==> config.mk <==
export PLATFORM = sky130hd
export DESIGN_NAME = arrival_ts_clock
export DESIGN_NICKNAME = d
export VERILOG_FILES = /design/src/rtl/ats_pkg.sv /design/src/rtl/ats_phase_acc.sv /design/src/rtl/ats_tod.sv /design/src/rtl/ats_snap.sv /design/src/rtl/arrival_ts_clock.sv
export SDC_FILE = /design/constraint.sdc
export NUM_CORES = 1
export LEC_CHECK = 0
export CAP_MARGIN = 20
export CORE_ASPECT_RATIO = 0.75
export CORE_MARGIN = 10
export CORE_UTILIZATION = 54
export DETAILED_ROUTE_END_ITERATION = 10
export PLACE_DENSITY_LB_ADDON = 0.08
export SYNTH_ARGS = -nofsm -noshare
export SYNTH_HDL_FRONTEND = slang
export SYNTH_SLANG_ARGS = --single-unit
export TNS_END_PERCENT = 5
==> constraint.sdc <==
create_clock -name clk -period 8.1 [get_ports clk]
set_input_delay 1.62 -clock clk [delete_from_list [all_inputs] [get_ports clk]]
set_output_delay 1.62 -clock clk [all_outputs]
set_load 0.02 [all_outputs]
==> src/rtl/ats_pkg.sv <==
package ats_pkg;

    localparam int SEC_W    = 32;
    localparam int FRAC_W   = 32;
    localparam int TS_W     = SEC_W + FRAC_W;
    localparam int BYTE_W   = 8;
    localparam int TS_BYTES = TS_W / BYTE_W;

    typedef struct packed {
        logic [SEC_W-1:0]  sec;
        logic [FRAC_W-1:0] frac;
    } tod_t;

    typedef enum logic [1:0] {
        UPD_HOLD  = 2'd0,
        UPD_TICK  = 2'd1,
        UPD_PULSE = 2'd2,
        UPD_LOAD  = 2'd3
    } upd_e;

    // Priority: load, then pulse alignment, then an ordinary tick.
    function automatic upd_e pick_update(logic load, logic pulse, logic tick);
        if (load)       return UPD_LOAD;
        else if (pulse) return UPD_PULSE;
        else if (tick)  return UPD_TICK;
        else            return UPD_HOLD;
    endfunction

    // Byte k of the stored image carries bits [8k+7:8k] of the value.
    function automatic logic [TS_W-1:0] to_le_image(tod_t t);
        logic [TS_W-1:0] v;
        logic [TS_W-1:0] img;
        v   = t;
        img = '0;
        for (int k = 0; k < TS_BYTES; k++) begin
            img[k*BYTE_W +: BYTE_W] = v[k*BYTE_W +: BYTE_W];
        end
        return img;
    endfunction

endpackage

==> src/rtl/ats_phase_acc.sv <==
module ats_phase_acc #(
    parameter int ACC_W = 32
) (
    input  logic             clk,
    input  logic             rst,
    input  logic             clear,
    input  logic [ACC_W-1:0] inc,
    output logic             tick
);

    logic [ACC_W-1:0] acc_q;
    logic [ACC_W:0]   sum;

    always_comb begin
        sum = {1'b0, acc_q} + {1'b0, inc};
    end

    assign tick = sum[ACC_W];

    always_ff @(posedge clk) begin
        if (rst) begin
            acc_q <= '0;
        end else if (clear) begin
            acc_q <= '0;
        end else begin
            acc_q <= sum[ACC_W-1:0];
        end
    end

endmodule

==> src/rtl/ats_tod.sv <==
module ats_tod
    import ats_pkg::*;
#(
    parameter int TICK_LOG2 = 24
) (
    input  logic             clk,
    input  logic             rst,
    input  upd_e             upd,
    input  logic [SEC_W-1:0] load_sec,
    output tod_t             tod
);

    localparam int RES_BITS = FRAC_W - TICK_LOG2;

    // Only the live fraction bits are stored; the rest are tied to zero.
    logic [SEC_W-1:0]     sec_q;
    logic [TICK_LOG2-1:0] cnt_q;
    logic [TICK_LOG2:0]   cnt_sum;

    always_comb begin
        cnt_sum = {1'b0, cnt_q} + {{TICK_LOG2{1'b0}}, 1'b1};
    end

    always_ff @(posedge clk) begin
        if (rst) begin
            sec_q <= '0;
            cnt_q <= '0;
        end else begin
            case (upd)
                UPD_LOAD: begin
                    sec_q <= load_sec;
                    cnt_q <= '0;
                end
                UPD_PULSE: begin
                    sec_q <= sec_q + SEC_W'(1);
                    cnt_q <= '0;
                end
                UPD_TICK: begin
                    cnt_q <= cnt_sum[TICK_LOG2-1:0];
                    if (cnt_sum[TICK_LOG2]) begin
                        sec_q <= sec_q + SEC_W'(1);
                    end
                end
                default: begin
                end
            endcase
        end
    end

    assign tod.sec = sec_q;

    generate
        if (RES_BITS > 0) begin : g_coarse
            assign tod.frac = {cnt_q, {RES_BITS{1'b0}}};
        end else begin : g_full
            assign tod.frac = cnt_q;
        end
    endgenerate

endmodule

==> src/rtl/ats_snap.sv <==
module ats_snap
    import ats_pkg::*;
(
    input  logic            clk,
    input  logic            rst,
    input  logic            req,
    input  tod_t            tod_in,
    output logic [TS_W-1:0] snap_le,
    output logic            snap_valid
);

    logic [TS_W-1:0] img_q;
    logic            vld_q;

    always_ff @(posedge clk) begin
        if (rst) begin
            img_q <= '0;
            vld_q <= 1'b0;
        end else begin
            vld_q <= req;
            if (req) begin
                img_q <= to_le_image(tod_in);
            end
        end
    end

    assign snap_le    = img_q;
    assign snap_valid = vld_q;

endmodule

==> src/rtl/arrival_ts_clock.sv <==
module arrival_ts_clock
    import ats_pkg::*;
#(
    parameter int ACC_W     = 32,
    parameter int TICK_LOG2 = 24,
    parameter bit PPS_ALIGN = 1'b1
) (
    input  logic             clk,
    input  logic             rst,
    input  logic [ACC_W-1:0] phase_inc,
    input  logic             sec_load,
    input  logic [31:0]      sec_load_val,
    input  logic             pps_en,
    input  logic             pps_in,
    input  logic             snap_req,
    output logic [63:0]      ts_now,
    output logic [63:0]      snap_le,
    output logic             snap_valid
);

    initial begin
        if (TICK_LOG2 < 1 || TICK_LOG2 > FRAC_W) begin
            $error("TICK_LOG2 out of range");
        end
    end

    logic tick;
    logic pulse;
    logic acc_clear;
    upd_e upd;
    tod_t tod;

    generate
        if (PPS_ALIGN) begin : g_pps
            logic pps_q;
            always_ff @(posedge clk) begin
                pps_q <= pps_in;
            end
            assign pulse = pps_en & pps_in & ~pps_q;
        end else begin : g_no_pps
            assign pulse = 1'b0;
        end
    endgenerate

    assign acc_clear = sec_load | pulse;

    ats_phase_acc #(.ACC_W(ACC_W)) u_acc (
        .clk   (clk),
        .rst   (rst),
        .clear (acc_clear),
        .inc   (phase_inc),
        .tick  (tick)
    );

    always_comb begin
        upd = pick_update(sec_load, pulse, tick);
    end

    ats_tod #(.TICK_LOG2(TICK_LOG2)) u_tod (
        .clk      (clk),
        .rst      (rst),
        .upd      (upd),
        .load_sec (sec_load_val),
        .tod      (tod)
    );

    ats_snap u_snap (
        .clk        (clk),
        .rst        (rst),
        .req        (snap_req),
        .tod_in     (tod),
        .snap_le    (snap_le),
        .snap_valid (snap_valid)
    );

    assign ts_now = tod;

endmodule

[Word-level counts from Yosys, hierarchy flattened]
Cells that the tools add are included.
Word-level totals
  bits in read-only memories: 0
  memories kept: 0
  output and inout port bits: 129
  input bits: 70
  latch bits: 0
  memory bits (writable): 0
  word-level logic and storage cells: 28
  register bits after elaboration: 146
Operators by class
  $mul: 0
  div/mod/pow operators: 0
  muxes and demuxes: 6
  bitwise logic cells: 4
  add/subtract/negate cells: 3
  magnitude comparators: 0
  reductions and logical operators: 5
  shifts and indexed selects: 0
  eq/ne operators: 4
Operators with widths (count)
  32-bit one-hot mux with 3 select lines: 1
  24-bit one-hot mux with 2 select lines: 1
  32-bit by 32-bit adder with 33-bit output: 1
  32-bit by 1-bit adder with 32-bit output, second input constant: 1
  32-bit 2-to-1 mux: 1
  24-bit by 1-bit adder with 25-bit output, second input constant: 1
  2-bit equality test, second input constant: 2
  2-bit 2-to-1 mux: 2
  2-bit OR reduction: 2
  3-bit nonzero test: 1
  1-bit AND: 2
  2-bit by 1-bit equality test with 1-bit output, second input constant: 1
  2-bit by 1-bit inequality test with 1-bit output, second input constant: 1
  2-bit AND reduction: 1
  2-bit nonzero test: 1
  1-bit 2-to-1 mux: 1
  1-bit inverter: 1
  1-bit OR: 1

[Longest topological paths before layout]
Gate-level depths: netlist of run 1.
  depth in word-level cells: 7
  gate-level depth with buffers: 12

[By module]
A second synthesis of run 1 with hierarchy kept.
Second synthesis, totals
  cell total of the unflattened synthesis: 1018
  area total of the unflattened synthesis: 8546.9 µm²
By module, submodules not included
  ats_tod: seq. area each 1121.1 µm², area each 3433.3 µm², times used 1, cells each 446
  ats_phase_acc: seq. area each 640.6 µm², area each 2748.9 µm², times used 1, cells each 360
  ats_snap: seq. area each 1301.2 µm², area each 2311.0 µm², times used 1, cells each 208
  arrival_ts_clock: seq. area each 20.0 µm², area each 53.8 µm², times used 1, cells each 4

[Least setup slack after synthesis of run 1]
Ideal clock, no wire load.
  kind: input to register
  from: input phase_inc[0]
  to: register u_tod.sec_q[25]
  data arrival time: 3.901 ns
  library setup time: 0.130 ns
  path buffers: 2
  stages: 12
  data required time: 7.970 ns
  setup slack: 4.068 ns
  cells stage by stage: ha_1 -> fa_1 -> a211o_1 -> a21oi_1 -> a211oi_1 -> o21ai_2 -> a31o_1 -> buf_6 -> buf_2 -> nor3_1 -> a21oi_1 -> o32ai_1
Between the ends
  longest elaborated chain between the ends: 7
  elaborated cells between the ends (all ways): 11
RTL lines
  start, declared: RTL line arrival_ts_clock.sv:10  | input logic [ACC_W-1:0] phase_inc,
  32-bit by 32-bit adder with 33-bit output (*): RTL line ats_phase_acc.sv:15  | sum = {1'b0, acc_q} + {1'b0, inc};
  1-bit 2-to-1 mux (*): RTL line ats_pkg.sv:25  | else if (tick) return UPD_TICK;
  2-bit 2-to-1 mux (*): RTL line ats_pkg.sv:24  | else if (pulse) return UPD_PULSE;
  2-bit 2-to-1 mux (*): RTL line ats_pkg.sv:23  | if (load) return UPD_LOAD;
  2-bit by 1-bit equality test with 1-bit output / 2-bit equality test (equally long branches): RTL line ats_tod.sv:29  | case (upd)
  2-bit by 1-bit inequality test with 1-bit output (no line) / 3-bit nonzero test (equally long branches)
  2-bit AND reduction (no line)
  end signal, assigned: RTL line ats_tod.sv:31  | sec_q <= load_sec;
  end signal, assigned: RTL line ats_tod.sv:35  | sec_q <= sec_q + SEC_W'(1);
  end signal, assigned: RTL line ats_tod.sv:41  | sec_q <= sec_q + SEC_W'(1);
  end, declared: RTL line ats_tod.sv:16  | logic [SEC_W-1:0] sec_q;
Mark *: on every way between the ends. The rest lies on a longest branch, timed or not.
A chain may end at the register's enable or synchronous reset.

[Worst setup path after layout of run 1]
  from: input phase_inc[0]
  to: register u_tod.sec_q[26]
The elaborated chain is that of the path after synthesis.

==> out/metrics.yaml, run 1 <==
route:
  drc: 0
  post_drt_via_cell_ratio: 5.68
  met2RoutedLength_mm: 9.32
  dr.pass1.iters: 7
  wl_met3_mm: 1.99
  num_vias: 7320
  drt_iter0_markers: 497
  drt-met1-wl_mm: 10.8
  routedWlPerCell_um: 17.3
  antenna_left: 0
  routed_wl_mm: 22.3
  highest-signal-layer: "met4"
placement:
  dp_cells: 1257
  portBuffers: 182
  routabilityCongestion: 0.869
  dp_hpwl_mm: 15.8
  place_area_sq_mm: 0.00968
die:
  die_h_um: 125
  top_level_ports: 199
  rows: 38
  fp.dieW_um: 160
  dieArea_sq_mm: 0.0200
  start_util: 0.550
  core_area_sq_mm: 0.0145
cts:
  clock_latency_ns: 0.42
  hold_buffers: 0
  clock_path_buffers: 2
  htree_levels: 4
  post_cts_buffers: 0
  clock_sinks: 146
  cts_buffers: 17
  clock_tree.root_cell: "clkbuf_16"
  path_clk_slew_ns: 0.06
  cts_tree: "yes"
  ctsResizeCount: 0
synthesis:
  synth_flop_cell: "dfxtp_1"
  syn_area_per_cell_sq_um: 8.59
  yosysUniqueCellTypes: 78
  syn_inst: 925
  syn-cell-area_sq_mm: 0.00794
  seq_area_frac_synth: 0.368
  async_flop_share: 0
  synth_edf_count: 0
  ys_ff_latch: 146
  synth_warnings: 0
critical_path:
  path_depth: 11
  crit_fanout: 34
  reg2reg_to: "u_tod.sec_q[26]"
  cp.required_ns: 8.41
  r2r-start: "u_acc.acc_q[0]"
  cp_num_buf_inv: 1
  r2r_slack_ns: 4.64
  cp_cell_sequence: "clkdlybuf4s50_1, ha_1, fa_1, a211o_1, a21oi_1, a211oi_1, o21ai_2, a211oi_4, nor2_4, nor2_1, o221a_2"
  crit_path_start_kind: "input pin"
  slowest_delay_ns: 0.66
  crit_arrival_ns: 5.09
  worst_setup_path_end_kind: "register"
  rr_worst_depth: 10
  critical_path_class: "in2reg"
  cp_slowest_cell: "nor2_4"
  crit_family: "compound AO/OA/AOI/OAI gates"
pwr:
  sw_frac_of_total: 0.277
  p_clk_frac: 0.412
  p_int_uw: 1370
  p_switching_uw: 525
  p_leak_uw: 0.00411
  p_seq_frac: 0.412
  combPwrFrac: 0.176
  p_per_area_mw_per_mm2: 185
  peakVddDrop_v: 0.000138
global_routing:
  grt_max_degree: 63
  grt_first_pass_wirelength_mm: 36.3
  first_global_vias: 6855
  overflow: 0
  antenna_found_initial: 1
  grt_usage: 0.214
sta:
  fin_skew_ns: 0.00813
  tightestPinTransition_ns: 1.02
  post-route-min-period_ns: 4.78
  max_freq_ghz: 0.209
  maxSlewHeadroom: 0.319
  finalSetupViolCount: 0
  tns_ns: 0
  drv_slew: 0
  finalHoldViolations: 0
  period_share: 0.590
  rsz0062_at_grt: "no"
cells_and_area:
  drive_gt1_frac: 0.0625
  antenna_cells: 0
  final_area_sq_mm: 0.0103
  nets: 1181
  final_cell_mix: "clkdlybuf4s50_1 (180), dfxtp_1 (146), nor2_1 (126)"
  final_common_cell: "clkdlybuf4s50_1"
  final_cells: 1288
  area_growth_syn_to_layout_pct: 29.3
  post-route-util: 0.710
worst_hold_path:
  hp-class: "reg2reg"
  hp-start: "u_snap.snap_le[32]"
  whs_path_depth: 2
  min_to: "u_snap.snap_le[32]"
run_status:
  outcome: "finished clean"
flow_run:
  cap_violations: 0
==> power by group through the flow <==
stage	registers, uW	clock network (uW)	logic [uW]
finish	781	781	334
global route	784	822	367
CTS	779	792	332
detailed placement	795	0	329
global placement	794	0	327
floorplan	810	0	205
==> final cells by class <==
class                   instances  area, sq um
multi-input cells             684         4510
fillers                      1178         4190
flip-flops and latches        146         2920
repair buffers                186         1850
clock buffers                  20          457
well taps                     200          250
inverters                      41          154
clock inverters                11          130
==> state kept, by name (all words and copies together) (netlist names) <==
signal,cells
u_snap.snap_valid,1
g_pps.pps_q,1
u_snap.snap_le,56
u_acc.acc_q,32
u_tod.sec_q,32
u_tod.cnt_q,24
==> worst register-to-register path, delay by kind of cell, from the launching register on <==
kind	cells	cell delay, ns
AO/OA/AOI/OAI	6	1.63
flip-flops	1	0.31
adder cells (fa/ha/maj)	2	0.62
AND/OR/NAND/NOR	2	0.79
==> per-layer routing <==
layer / track usage / up-vias
met3: 0.0705 / 22
met1: 0.300 / 3401
met2: 0.309 / 290
met4: 0.0582 / 0
li1: - / 3607
met5: 0 / -
==> synthesized netlist by cell type, drive strengths merged (4+ instances only) <==
cell | instances | area [sq um]
o21bai | 5 | 37.5
nor2 | 127 | 484
nand4 | 13 | 103
o211ai | 7 | 52.6
xor2 | 22 | 193
clkbuf | 29 | 129
nor3 | 43 | 220
a31oi | 6 | 37.5
mux2i | 57 | 571
o2111ai | 11 | 96.3
o21a | 9 | 67.6
xnor2 | 14 | 123
a21o | 17 | 128
nor3b | 4 | 30.0
o22a | 4 | 35.0
nor4 | 5 | 52.6
nand3 | 20 | 100
or3 | 8 | 50.1
and2 | 9 | 57.6
o32ai | 25 | 219
or2 | 7 | 46.3
nor2b | 5 | 31.3
and4 | 11 | 96.3
and3 | 15 | 100
buf | 39 | 284
o21ai | 22 | 118
a31o | 4 | 35.0
dfxtp | 146 | 2920
o31ai | 4 | 43.8
inv | 41 | 154
ha | 34 | 425
nand2 | 47 | 176
a21oi | 84 | 424
==> per-stage QoR <==
step                setup WS (ns)  power [uW]  hold WS, ns
detailed placement           2.89        1120        0.478
global route                 3.06        1970        0.517
global placement             2.92        1120        0.471
floorplan                    4.07        1020        0.516
CTS                          3.35        1900        0.495
finish                       3.32        1890        0.491
==> worst max-delay path by stage <==
| stage | from | endpoint | slack (ns) |
|---|---|---|---|
| after floorplan | phase_inc[0] | u_tod.sec_q[25] | 4.07 |
| final | phase_inc[0] | u_tod.sec_q[26] | 3.32 |
| after detailed placement | phase_inc[0] | u_tod.sec_q[26] | 2.89 |
| after CTS | phase_inc[0] | u_tod.sec_q[26] | 3.35 |
| after global routing | phase_inc[0] | u_tod.sec_q[2] | 3.06 |
| after global placement | phase_inc[0] | u_tod.sec_q[26] | 2.92 |
==> kinds of logic (layout without fill, tap and decap cells) <==
| kind of cell | count (synthesis) | in the layout | share of synthesized area |
|---|---|---|---|
| mux | 57 | 57 | 0.0718 |
| xor+xnor | 36 | 36 | 0.0397 |
| simple gates | 318 | 318 | 0.199 |
| flops | 146 | 146 | 0.368 |
| buf+inv | 110 | 258 | 0.0726 |
| compound gates | 222 | 222 | 0.192 |
| other cells | 1 | 16 | 0.000472 |
| fa+ha+maj | 35 | 35 | 0.0561 |
No activity file was read; power rests on OpenSTA's default activity.
==> run 2: changes to the inputs <==
--- a/config.mk
+++ b/config.mk
@@ -8,7 +8,7 @@
 export CAP_MARGIN = 20
 export CORE_ASPECT_RATIO = 0.75
 export CORE_MARGIN = 10
-export CORE_UTILIZATION = 54
+export CORE_UTILIZATION = 45
 export DETAILED_ROUTE_END_ITERATION = 10
 export PLACE_DENSITY_LB_ADDON = 0.08
 export SYNTH_ARGS = -nofsm -noshare
==> constraint.sdc (replaced) <==
create_clock -name clk -period 4.15 [get_ports clk]
set_input_delay 0.83 -clock clk [delete_from_list [all_inputs] [get_ports clk]]
set_output_delay 0.83 -clock clk [all_outputs]
set_load 0.02 [all_outputs]
==> run 2 against run 1 <==
Compared with the run above:
- clock skew increased by 0.0022 ns
- combinational power increased by 100%
- sequential share of layout area decreased by 0.58 points
- global-route usage decreased by 1.8 points
- cell count increased by 3.8%
- register-to-register slack got worse by 3.5 ns
- core utilization decreased by 9.7 points
- power increased by 100%
==> out/metrics.yaml, run 2 (synthesis results as in run 1) <==
pwr:
  p_clk_frac: 0.431
  p_switching_uw: 1050
  p_per_area_mw_per_mm2: 367
  p_seq_frac: 0.395
  peakVddDrop_v: 0.000222
  combPwrFrac: 0.174
  sw_frac_of_total: 0.273
  p_int_uw: 2790
  total_power_uw: 3840
  p_leak_uw: 0.00421
worst_hold_path:
  hp-class: "reg2reg"
cts:
  cts_buffers: 17
  post_cts_buffers: 0
  cts_tree: "yes"
  clock_path_buffers: 2
  path_clk_slew_ns: 0.06
  clock_latency_ns: 0.43
  htree_levels: 4
  ctsResizeCount: 0
  clock_tree.root_cell: "clkbuf_16"
  clock_sinks: 146
  hold_buffers: 0
die:
  die_h_um: 135
  core_area_sq_mm: 0.0171
  start_util: 0.465
  fp.dieW_um: 173
  rows: 41
  dieArea_sq_mm: 0.0234
  top_level_ports: 199
sta:
  finalSetupViolCount: 0
  post-route-min-period_ns: 3.54
  tns_ns: 0
  tightestPinTransition_ns: 0.996
  maxSlewHeadroom: 0.336
  period_share: 0.854
  drv_slew: 0
  max_freq_ghz: 0.282
  holdWs_ns: 0.489
  rsz0062_at_grt: "no"
  finalHoldViolations: 0
  fin_skew_ns: 0.0104
cells_and_area:
  post-route-util: 0.614
  antenna_cells: 0
  area_growth_syn_to_layout_pct: 31.9
  drive_gt1_frac: 0.0727
  nets: 1193
  fillers: 1516
  final_cells: 1337
  final_common_cell: "clkdlybuf4s50_1"
  final_cell_mix: "clkdlybuf4s50_1 (180), dfxtp_1 (146), nor2_1 (126)"
  largest_reg_flops: 56
critical_path:
  worst_setup_path_end_kind: "register"
  crit_fanout: 4
  cp.required_ns: 4.50
  crit_path_start_kind: "input pin"
  crit_arrival_ns: 3.89
  critical_path_class: "in2reg"
placement:
  dp_cells: 1305
  routabilityCongestion: 0.873
  portBuffers: 182
  dp_hpwl_mm: 17.1
route:
  antenna_left: 0
  dr.pass1.iters: 5
  routed_wl_mm: 23.5
  post_drt_via_cell_ratio: 5.43
  drt_iter0_markers: 588
  routedWlPerCell_um: 17.6
  drc: 0
  num_vias: 7266
global_routing:
  grt_usage: 0.197
  antenna_found_initial: 0
  overflow: 0
  grt_first_pass_wirelength_mm: 38.0
  grt_max_degree: 92
  first_global_vias: 6821
flow_run:
  cap_violations: 0
run_status:
  outcome: "finished clean"
[run 2: cell count changes in the layout (fill, tap and decap cells not counted), sizes merged]
cell and change:
clkinvlp -2, bufinv +2, clkinv +1, buf +12
[run 2: per-stage QoR]
step / worst slack, ns / instance area (sq um)
2_1_floorplan: 0.908 / 8000
3_3_place_gp: 0.250 / 9850
3_5_place_dp: 0.194 / 9850
4_1_cts: 0.609 / 10500
5_1_grt: 0.447 / 10500
6_report: 0.606 / 10500
[run 2: layer usage]
metal  global-route usage  wire length (um)
met5                    0                 0
met2                0.262              9060
met3               0.0738              2210
met1                0.286             12000
met4               0.0502               281
[run 2: final cells by class]
class	count	area, sq um	share of cell area
multi-input cells	684	4510	0.430
well taps	236	295	0.0282
clock inverters	12	180	0.0172
flip-flops and latches	146	2920	0.279
inverters	41	154	0.0147
repair buffers	198	1970	0.188
clock buffers	20	447	0.0426
[run 2: worst max-delay path, stage by stage]
cell             delay (ns)
clkdlybuf4s50_1        0.41
ha_1                   0.22
fa_1                   0.43
a211o_1                0.30
a21oi_1                0.24
a211oi_1               0.19
o21ba_2                0.28
o211ai_1               0.26
a21oi_1                0.12
or3b_2                 0.47
a21oi_1                0.14
[run 2: path summary, 6_finish.rpt]
path         slack [ns]  depth (start not counted)                from            endpoint
max                0.61                         11        phase_inc[0]     u_acc.acc_q[30]
min                0.49                          2  u_snap.snap_le[24]  u_snap.snap_le[24]
max reg2reg        1.16                         10      u_acc.acc_q[0]     u_acc.acc_q[30]
min reg2reg        0.49                          2  u_snap.snap_le[24]  u_snap.snap_le[24]
[run 2: power by group through the flow]
| stage | clock [uW] | sequential, uW | combinational (uW) |
|---|---|---|---|
| after floorplan | 0 | 1580 | 400 |
| after global placement | 0 | 1550 | 660 |
| after detailed placement | 0 | 1550 | 661 |
| after CTS | 1680 | 1520 | 666 |
| after global routing | 1740 | 1530 | 736 |
| final | 1660 | 1520 | 669 |
==> run 3: changes to the inputs <==
--- a/config.mk
+++ b/config.mk
@@ -9,6 +9,7 @@
 export CORE_ASPECT_RATIO = 0.75
 export CORE_MARGIN = 10
 export CORE_UTILIZATION = 45
+export CTS_CLUSTER_SIZE = 8
 export DETAILED_ROUTE_END_ITERATION = 10
 export PLACE_DENSITY_LB_ADDON = 0.08
 export SYNTH_ARGS = -nofsm -noshare
==> results of run 3 <==
Same layout as run 2: the final DEF is identical, and so are final timing and power.
